$ cat src/rtl/sram_ctrl.sv
module sram_ctrl #(
  parameter int AW            = 17,
  parameter int DW            = 8,
  parameter int CLK_PERIOD_NS = 4,
  parameter int T_ACCESS_NS   = 10,
  parameter int T_OE_NS       = 5
) (
  input  logic          clk,
  input  logic          rst_n,
  input  logic          req_valid,
  input  logic          req_write,
  input  logic [AW-1:0] req_addr,
  input  logic [DW-1:0] req_wdata,
  output logic          req_ready,
  output logic          ack,
  output logic [DW-1:0] rdata,
  output logic [AW-1:0] mem_addr,
  output logic          mem_ce_n,
  output logic          mem_we_n,
  output logic          mem_oe_n,
  output logic [DW-1:0] mem_dq_out,
  output logic          mem_dq_oe,
  input  logic [DW-1:0] mem_dq_in
);
  localparam int ACC_CYC = (T_ACCESS_NS + CLK_PERIOD_NS - 1) / CLK_PERIOD_NS;
  localparam int OE_CYC  = (T_OE_NS + CLK_PERIOD_NS - 1) / CLK_PERIOD_NS;
  localparam int RD_CYC  = (ACC_CYC > OE_CYC) ? ACC_CYC : OE_CYC;
  localparam int WR_CYC  = ACC_CYC;
  localparam int MAX_CYC = (RD_CYC > WR_CYC) ? RD_CYC : WR_CYC;
  localparam int CNT_W   = $clog2(MAX_CYC + 1);

  typedef enum logic [2:0] {
    S_IDLE, S_RD, S_RD_OFF, S_WR_SET, S_WR, S_WR_HOLD
  } state_t;

  state_t           state;
  logic [CNT_W-1:0] cnt;
  logic [AW-1:0]    addr_q;
  logic [DW-1:0]    wdata_q;

  wire rd_last = (cnt == CNT_W'(RD_CYC - 1));
  wire wr_last = (cnt == CNT_W'(WR_CYC - 1));

  always_ff @(posedge clk or negedge rst_n) begin
    if (!rst_n) begin
      state   <= S_IDLE;
      cnt     <= '0;
      addr_q  <= '0;
      wdata_q <= '0;
      rdata   <= '0;
      ack     <= 1'b0;
    end else begin
      ack <= 1'b0;
      unique case (state)
        S_IDLE: if (req_valid) begin
          addr_q  <= req_addr;
          wdata_q <= req_wdata;
          cnt     <= '0;
          state   <= req_write ? S_WR_SET : S_RD;
        end
        S_RD: begin
          cnt <= cnt + 1'b1;
          if (rd_last) begin
            rdata <= mem_dq_in;
            ack   <= 1'b1;
            state <= S_RD_OFF;
          end
        end
        S_RD_OFF:  state <= S_IDLE;
        S_WR_SET:  state <= S_WR;
        S_WR: begin
          cnt <= cnt + 1'b1;
          if (wr_last) begin
            ack   <= 1'b1;
            state <= S_WR_HOLD;
          end
        end
        S_WR_HOLD: state <= S_IDLE;
        default:   state <= S_IDLE;
      endcase
    end
  end

  assign req_ready  = (state == S_IDLE);
  assign mem_ce_n   = (state == S_IDLE);
  assign mem_oe_n   = (state != S_RD);
  assign mem_we_n   = (state != S_WR);
  assign mem_dq_oe  = (state == S_WR_SET) || (state == S_WR) || (state == S_WR_HOLD);
  assign mem_addr   = addr_q;
  assign mem_dq_out = wdata_q;
endmodule

$ cat config.mk
export PLATFORM = sky130hd
export DESIGN_NAME = sram_ctrl
export DESIGN_NICKNAME = d
export VERILOG_FILES = /design/src/rtl/sram_ctrl.sv
export SDC_FILE = /design/constraint.sdc
export NUM_CORES = 1
export LEC_CHECK = 0
export BUFFER_PORTS_ARGS = -buffer_cell sky130_fd_sc_hd__buf_4
export CORE_ASPECT_RATIO = 1.2
export CORE_MARGIN = 2
export CORE_UTILIZATION = 25
export CTS_CLUSTER_SIZE = 16
export DETAILED_ROUTE_END_ITERATION = 8
export PLACE_DENSITY = 0.52
export SYNTH_ARGS = -nofsm -noshare
export SYNTH_HDL_FRONTEND = slang
export SYNTH_SLANG_ARGS = --single-unit
$ cat constraint.sdc
create_clock -name clk -period 1.5 [get_ports clk]
set_input_delay 0.075 -clock clk [delete_from_list [all_inputs] [get_ports clk]]
set_output_delay 0.075 -clock clk [all_outputs]
set_load 0.02 [all_outputs]
==> PnR_summary.wiki, run 1 <==
{| class="wikitable"
! Metric !! Value
|-
| # IOs || 76
|-
| #FFs+latches synth || 39
|-
| First-pass GRT wire length || 5970 µm
|-
| Switching power total || between 2000 and 2500 µW
|-
| # fillers || 643
|-
| Required arrival time at the worst endpoint || 1670 ps
|-
| Worst stage delay on the critical path || 450 ps
|-
| TritonCTS clock tree || built
|-
| Total power || 6020 µW
|-
| Total GRT Usage || 10.7%
|-
| Cell count after synthesis || 105
|-
| Pin count of the biggest net entering global routing || 40
|-
| Detailed-route DRC error count || 0
|-
| Hold slack || 16.7 ps
|-
| Portion of total power attributed to combinational logic || approximately 57%
|-
| Standard cell with the maximum stage delay on the critical path || dfrtp_1
|-
| Synthesized area || 1620 µm²
|-
| Worst setup timing slack at the placement stage || -14.1 ps
|-
| Post-DP HPWL || 2560 µm
|-
| Most used cells in the layout excluding fill and tap cells || buf_4, dfrtp_1, mux2_4
|-
| Per-instance average area after synthesis || 15.4 µm²
|-
| Aggregate routed wire length || 3900 µm
|-
| Pins over their slew limit || 0
|-
| Die Span Y || 92.1 µm
|-
| Number of different library cells in the post-synthesis netlist || 24
|-
| Row count || 32
|-
| Clock tree root buffer cell || clkbuf_8
|-
| Total leakage power || 0.00132 µW
|-
| Met3 capacity usage during global routing || between 3 and 4%
|-
| First-pass detailed-route iteration total || 3
|-
| Antenna diode count || 0
|-
| Via count of the first global-routing pass || 1216
|-
| Type of destination of the critical path || flip-flop
|-
| Worst Setup Start Kind || flip-flop
|-
| Total number of H-tree levels || 2
|-
| Initial core utilization || 25.6%
|-
| Share of post-route cells with drive strength above 1 || 62.1%
|-
| Clock Power Share || ~11%
|-
| Clock period minus worst slack || between 1500 and 2000 ps
|-
| Synthesized Nets || 143
|-
| Transition time at the pin with the least slew margin || 502 ps
|-
| Cell-by-cell trace of the critical path || or3b_4, nor2_8, mux2_4
|-
| Max-Slew Margin vs Limit || 66.5%
|-
| Cell area power density || around 2200 nW/µm²
|-
| Arr. time, crit path || 1700 ps
|-
| Share of synthesized area occupied by flip-flops and latches || 60.4%
|-
| Antenna violations before repair || 0
|-
| Highest net fanout along the worst path || 8
|-
| Vias per cell || just over 4
|-
| Class of the worst hold path || input port to flip-flop
|-
| Met2 demand-to-capacity share in global routing || 17.9%
|-
| Internal Dissipation || between 3000 and 4000 µW
|-
| Share of the core filled with cells || 42.4%
|-
| Reg clk slew, reported paths || 70 ps
|-
| CTS sink count || 39
|-
| Portion of the clock cycle consumed by the worst path in the final layout || 102%
|-
| Crit Path Class || flip-flop to flip-flop
|-
| Number of nets with antenna violations after routing || 0
|-
| Port Buffers || 75
|-
| DR WL/cell || 13.4 µm
|-
| Placer Congestion || slightly above 0.7
|-
| Failing checks || setup timing
|-
| Cell count after placement || 264
|-
| Overall die area || between 7000 and 8000 µm²
|-
| Setup repair after global routing missed its margin || yes
|-
| Area growth from synthesis to layout || 65.9%
|-
| Leading cell type in the layout, fill and taps excluded || buf_4
|-
| Worst IR Drop VDD || 898 µV
|-
| Number of nets in the layout || roughly 240
|-
| Number of buffers created by CTS || 5
|-
| Final Hold Fails || 0
|-
| Global routing met1 resource utilization || between 10% and 20%
|-
| Die width || 77.4 µm
|-
| Number of failing setup endpoints in the final timing report || 8
|-
| Busiest grt layer || met2
|-
| Final WS setup || -30.5 ps
|-
| Total congestion overflow || 0
|-
| Number of warnings printed during yosys synthesis || 0
|-
| Count of vias placed by the detailed router || between 1000 and 1500
|-
| Starting DRC count in detailed routing || 20
|-
| Non-filler instance count after layout || 291
|-
| Switching Share || between 30% and 40%
|-
| Core Footprint || 6330 µm²
|-
| Clock latency on the worst-skew pair || 280 ps
|-
| Register share of total power || between 30% and 40%
|-
| Maximum buffer depth of the clock tree || 2
|-
| Max-cap check violation count || 0
|-
| Result of the run || finished, violations left
|-
| Peak Freq || 653 MHz
|-
| Largest clock skew in the final design || 5.05 ps
|}
==> timing repair <==
action                                  4_1_cts  5_1_grt
gates resized for setup                       6       24
setup buffers                                 1        3
hold buffers                                 12        1
endpoints found under the hold margin        50        1
gates cloned                                  1        1
endpoints found under the setup margin       26       35
pin swaps                                     0        2
==> final timing paths <==
path                                      startpoint                 endpoint  slack, ps  cells past startpoint
worst max-delay path            state[0]$_DFFE_PN0P_     rdata[6]$_DFFE_PN0P_        -30                      3
worst min-delay path                    mem_dq_in[4]     rdata[4]$_DFFE_PN0P_         20                      2
worst max register to register  state[0]$_DFFE_PN0P_     rdata[6]$_DFFE_PN0P_        -30                      3
worst min register to register    cnt[1]$_DFFE_PN0P_       cnt[1]$_DFFE_PN0P_        490                      1
max in group asynchronous                      rst_n     state[1]$_DFFE_PN0P_        840                      2
min in group asynchronous                      rst_n  mem_addr[1]$_DFFE_PN0P_        290                      2
==> cells in the mapped netlist <==
cell type  instances  area [µm²]
a2111oi_0          1        8.76
a211o_1            1        8.76
a21o_1             2        15.0
and2_1             2        12.5
buf_2              1        5.00
buf_4              3        22.5
buf_6              3        33.8
dfrtp_1           39         976
ha_1               1        12.5
inv_1              3        11.3
mux2_1            20         225
mux2_2             5        56.3
mux2_4             8         120
nand2_1            2        7.51
nand3_1            1        5.00
nor2_1             2        7.51
nor2_8             1        20.0
nor3_1             4        20.0
nor3_2             1        10.0
o21a_1             1        7.51
o21ai_0            1        5.00
or3_1              1        6.26
or3b_4             1        11.3
xnor2_1            1        8.76
==> power by group through the flow <==
| stage | Clock (µW) | Combinational [µW] | Sequential, µW |
|---|---|---|---|
| 2_1_floorplan | 0 | 1240 | 2430 |
| 3_3_place_gp | 0 | 2900 | 1890 |
| 3_5_place_dp | 0 | 2910 | 1900 |
| 4_1_cts | 711 | 3070 | 1890 |
| 5_1_grt | 766 | 3660 | 1990 |
| 6_report | 673 | 3430 | 1910 |
==> sequential cells by signal, summed over array words and instances (netlist names) <==
register,cells
cnt,2
state,3
mem_dq_out,8
rdata,8
mem_addr,17
ack,1
==> per-layer routing <==
metal	routed length, µm	share of wire, %
met1	1630	42
met2	2040	52
met5	0	0
met3	168	4.3
met4	57	1.5
==> critical path, delay by kind of cell (launching register included) <==
family        cells  cell delay [ps]
flops             1              450
mux               1              320
simple gates      2              640
==> logic make-up after synthesis <==
| kind of cell | synth area share [%] |
|---|---|
| flops | 60.4 |
| xor+xnor | 0.542 |
| compound gates | 2.79 |
| mux | 24.8 |
| buf+inv | 4.49 |
| fa+ha+maj | 0.774 |
| simple gates | 6.19 |
==> stage by stage <==
step	TNS [ps]	area [µm²]
finish	-185	2680
floorplan	-3970	1630
global placement	0	2290
detailed placement	-71.2	2290
CTS	-260	2540
global route	-1350	2680
==> final cells by class <==
cell class	instances	area (µm²)	share of cell area (%)
clock buffer	7	76.3	2.85
inverter	3	11.3	0.420
tap	85	106	3.96
sequential	39	978	36.5
clock inverter	1	5.00	0.187
timing repair buffer	100	848	31.6
multi-input combinational	56	657	24.5
Note: power is estimated with default switching activity, not from simulation.
==> inputs of run 2 (changes only) <==
--- a/config.mk
+++ b/config.mk
@@ -8,10 +8,10 @@
 export BUFFER_PORTS_ARGS = -buffer_cell sky130_fd_sc_hd__buf_4
 export CORE_ASPECT_RATIO = 1.2
 export CORE_MARGIN = 2
-export CORE_UTILIZATION = 25
+export CORE_UTILIZATION = 41
 export CTS_CLUSTER_SIZE = 16
 export DETAILED_ROUTE_END_ITERATION = 8
-export PLACE_DENSITY = 0.52
+export PLACE_DENSITY = 0.77
 export SYNTH_ARGS = -nofsm -noshare
 export SYNTH_HDL_FRONTEND = slang
 export SYNTH_SLANG_ARGS = --single-unit
==> run 2 against run 1 <==
The flow still finishes with violations (setup timing). Cell count is 15% lower. Sequential cell count unchanged. Cell area decreased by 8.6%. Register-to-register slack barely moved. Non-clock buffer count down 12.
==> PnR_summary.wiki, run 2 (same netlist as run 1, synthesis figures left out) <==
{| class="wikitable"
! Metric !! Value
|-
| Result of the run || finished, violations left
|-
| Failing checks || setup timing
|-
| Total GRT Usage || 16.1%
|-
| Share of the core filled with cells || 63.7%
|-
| Via count of the first global-routing pass || between 1000 and 1500
|-
| Worst setup path startpoint || state[1]$_DFFE_PN0P_
|-
| Placement-stage cell area || 2250 µm²
|-
| Peak Freq || 652 MHz
|-
| Required arrival time at the worst endpoint || 1670 ps
|-
| Share of post-route cells with drive strength above 1 || 58.0%
|-
| Count of vias placed by the detailed router || 1130
|-
| Reg2Reg Setup Slack || -30 ps
|-
| Crit Path Class || flip-flop to flip-flop
|-
| Antenna diode count || 0
|-
| Pin count of the biggest net entering global routing || 40
|-
| Post-DP HPWL || between 2000 and 2500 µm
|-
| Number of nets in the layout || 231
|-
| Die width || 61.3 µm
|-
| Area growth from synthesis to layout || 51.7%
|-
| Antenna violations before repair || 0
|-
| Capture point of the worst reg-to-reg path || rdata[5]$_DFFE_PN0P_
|-
| CTS sink count || 39
|-
| Arr. time, crit path || 1700 ps
|-
| Highest net fanout along the worst path || 8
|-
| Final WS setup || -34.5 ps
|-
| Core Footprint || 3850 µm²
|-
| Total number of H-tree levels || 2
|-
| TritonCTS clock tree || built
|-
| Clock period minus worst slack || between 1500 and 2000 ps
|-
| Number of nets with antenna violations after routing || 0
|-
| Largest clock skew in the final design || about 3.5 ps
|-
| Total congestion overflow || 0
|-
| Worst setup timing slack at the placement stage || -48.3 ps
|-
| Cell area power density || 2340 nW/µm²
|-
| Initial core utilization || 42.0%
|-
| Launch instance of the worst register-to-register path || state[1]$_DFFE_PN0P_
|-
| Reg clk slew, reported paths || 70 ps
|-
| Vias per cell || 4.57
|-
| Portion of the clock cycle consumed by the worst path in the final layout || 102%
|-
| Clock latency on the worst-skew pair || 280 ps
|-
| Leading cell type in the layout, fill and taps excluded || buf_4
|-
| Total leakage power || 0.00121 µW
|-
| Clock tree root buffer cell || clkbuf_8
|-
| Setup repair after global routing missed its margin || yes
|-
| # IOs || 76
|-
| Placer Congestion || around 0.76
|-
| Overall die area || 4460 µm²
|-
| Die Span Y || 72.8 µm
|-
| Number of cells on the worst reg-to-reg path || 3
|-
| Maximum buffer depth of the clock tree || 2
|-
| Max-Slew Margin vs Limit || about 70%
|-
| Aggregate routed wire length || 3330 µm
|-
| Worst Setup Start Kind || flip-flop
|-
| DR WL/cell || 13.5 µm
|-
| Number of failing setup endpoints in the final timing report || 8
|-
| # fillers || 306
|-
| Max-cap check violation count || 0
|-
| Final Hold Fails || 0
|-
| Pins over their slew limit || 0
|-
| First-pass GRT wire length || roughly 5300 µm
|-
| Area of all placed cells without fillers || about 2500 µm²
|-
| Number of buffers created by CTS || 5
|-
| Class of the worst hold path || input port to flip-flop
|-
| First-pass detailed-route iteration total || 4
|-
| Capturing instance or port of the critical path || rdata[5]$_DFFE_PN0P_
|-
| Largest register FFs || 17
|-
| Detailed-route DRC error count || 0
|-
| Type of destination of the critical path || flip-flop
|-
| Transition time at the pin with the least slew margin || 480 ps
|-
| Worst IR Drop VDD || about 1200 µV
|-
| Most used cells in the layout excluding fill and tap cells || buf_4, dfrtp_1, mux2_1
|-
| Row count || 25
|-
| Starting DRC count in detailed routing || 24
|-
| Port Buffers || 75
|}
run 2: cell count changes in the layout (fill, tap and decap cells not counted), sizes merged:
| cell | change |
|---|---|
| clkinv | -1 |
| buf | -3 |
| dlygate4sd3 | -9 |
| clkbuf | -1 |
| bufinv | +1 |
run 2: timing repair:
action | 4_1_cts | 5_1_grt
buffers inserted | 0 | 2
cloned | 0 | 1
resized for setup | 5 | 3
setup endpoints to repair | 34 | 35
hold endpoints to repair | 42 | 0
pin swaps | 0 | 1
hold buffers | 4 | 0
run 2: how the worst min path moves through the flow:
stage / startpoint / end / slack (ps) / depth (start not counted)
after CTS: req_addr[9] / mem_addr[9]$_DFFE_PN0P_ / 0.3 / 2
after global routing: mem_dq_in[0] / rdata[0]$_DFFE_PN0P_ / 0.4 / 2
after global placement: rst_n / state[2]$_DFFE_PN0P_ / 60 / 1
after floorplan: rst_n / ack$_DFF_PN0_ / -220 / 0
after detailed placement: rst_n / state[2]$_DFFE_PN0P_ / 70 / 1
final: req_addr[13] / mem_addr[13]$_DFFE_PN0P_ / 7 / 2
run 2: area by class of cell:
class,count,area [µm²],area share [%]
Inverter,3,11.3,0.459
Clock buffer,6,72.6,2.96
Sequential cell,39,980,39.9
Tap cell,54,67.6,2.76
Multi-Input combinational cell,56,587,23.9
Timing Repair Buffer,88,704,28.7
Clock inverter,1,30.0,1.22
run 2: metal layers:
metal / wire length [µm] / vias up / GRT usage [%] / part of all wire [%]
met3: 202 / 3 / 4.79 / 6.1
li1: - / 536 / - / -
met4: 30 / 0 / 4.35 / 0.90
met1: 1310 / 546 / 19.3 / 39
met2: 1790 / 45 / 27.5 / 54
met5: 0 / - / 0 / 0
run 2: report_power, final:
part	leakage [µW]	internal, µW	switching, µW
logic	0.000693	1560	1460
registers	0.000462	1590	310
clock network	0.0000513	487	330
total	0.00121	3640	2100
run 2: through the flow:
| stage | hold WS, ps | instances | total power [µW] | setup TNS, ps |
|---|---|---|---|---|
| 3_3_place_gp | 61.1 | 233 | 4720 | -45.4 |
| 6_report | 7.14 | 247 | 5740 | -196 |
| 4_1_cts | 0.333 | 244 | 5710 | -238 |
| 3_5_place_dp | 71.9 | 233 | 4850 | -416 |
| 5_1_grt | 0.398 | 247 | 6090 | -492 |
| 2_1_floorplan | -221 | 105 | 3670 | -3970 |
run 2: critical path, cell delays in order (launching register included):
cell	delay, ps
dfrtp_2	450
or3b_4	440
nor2_8	200
mux2_4	330
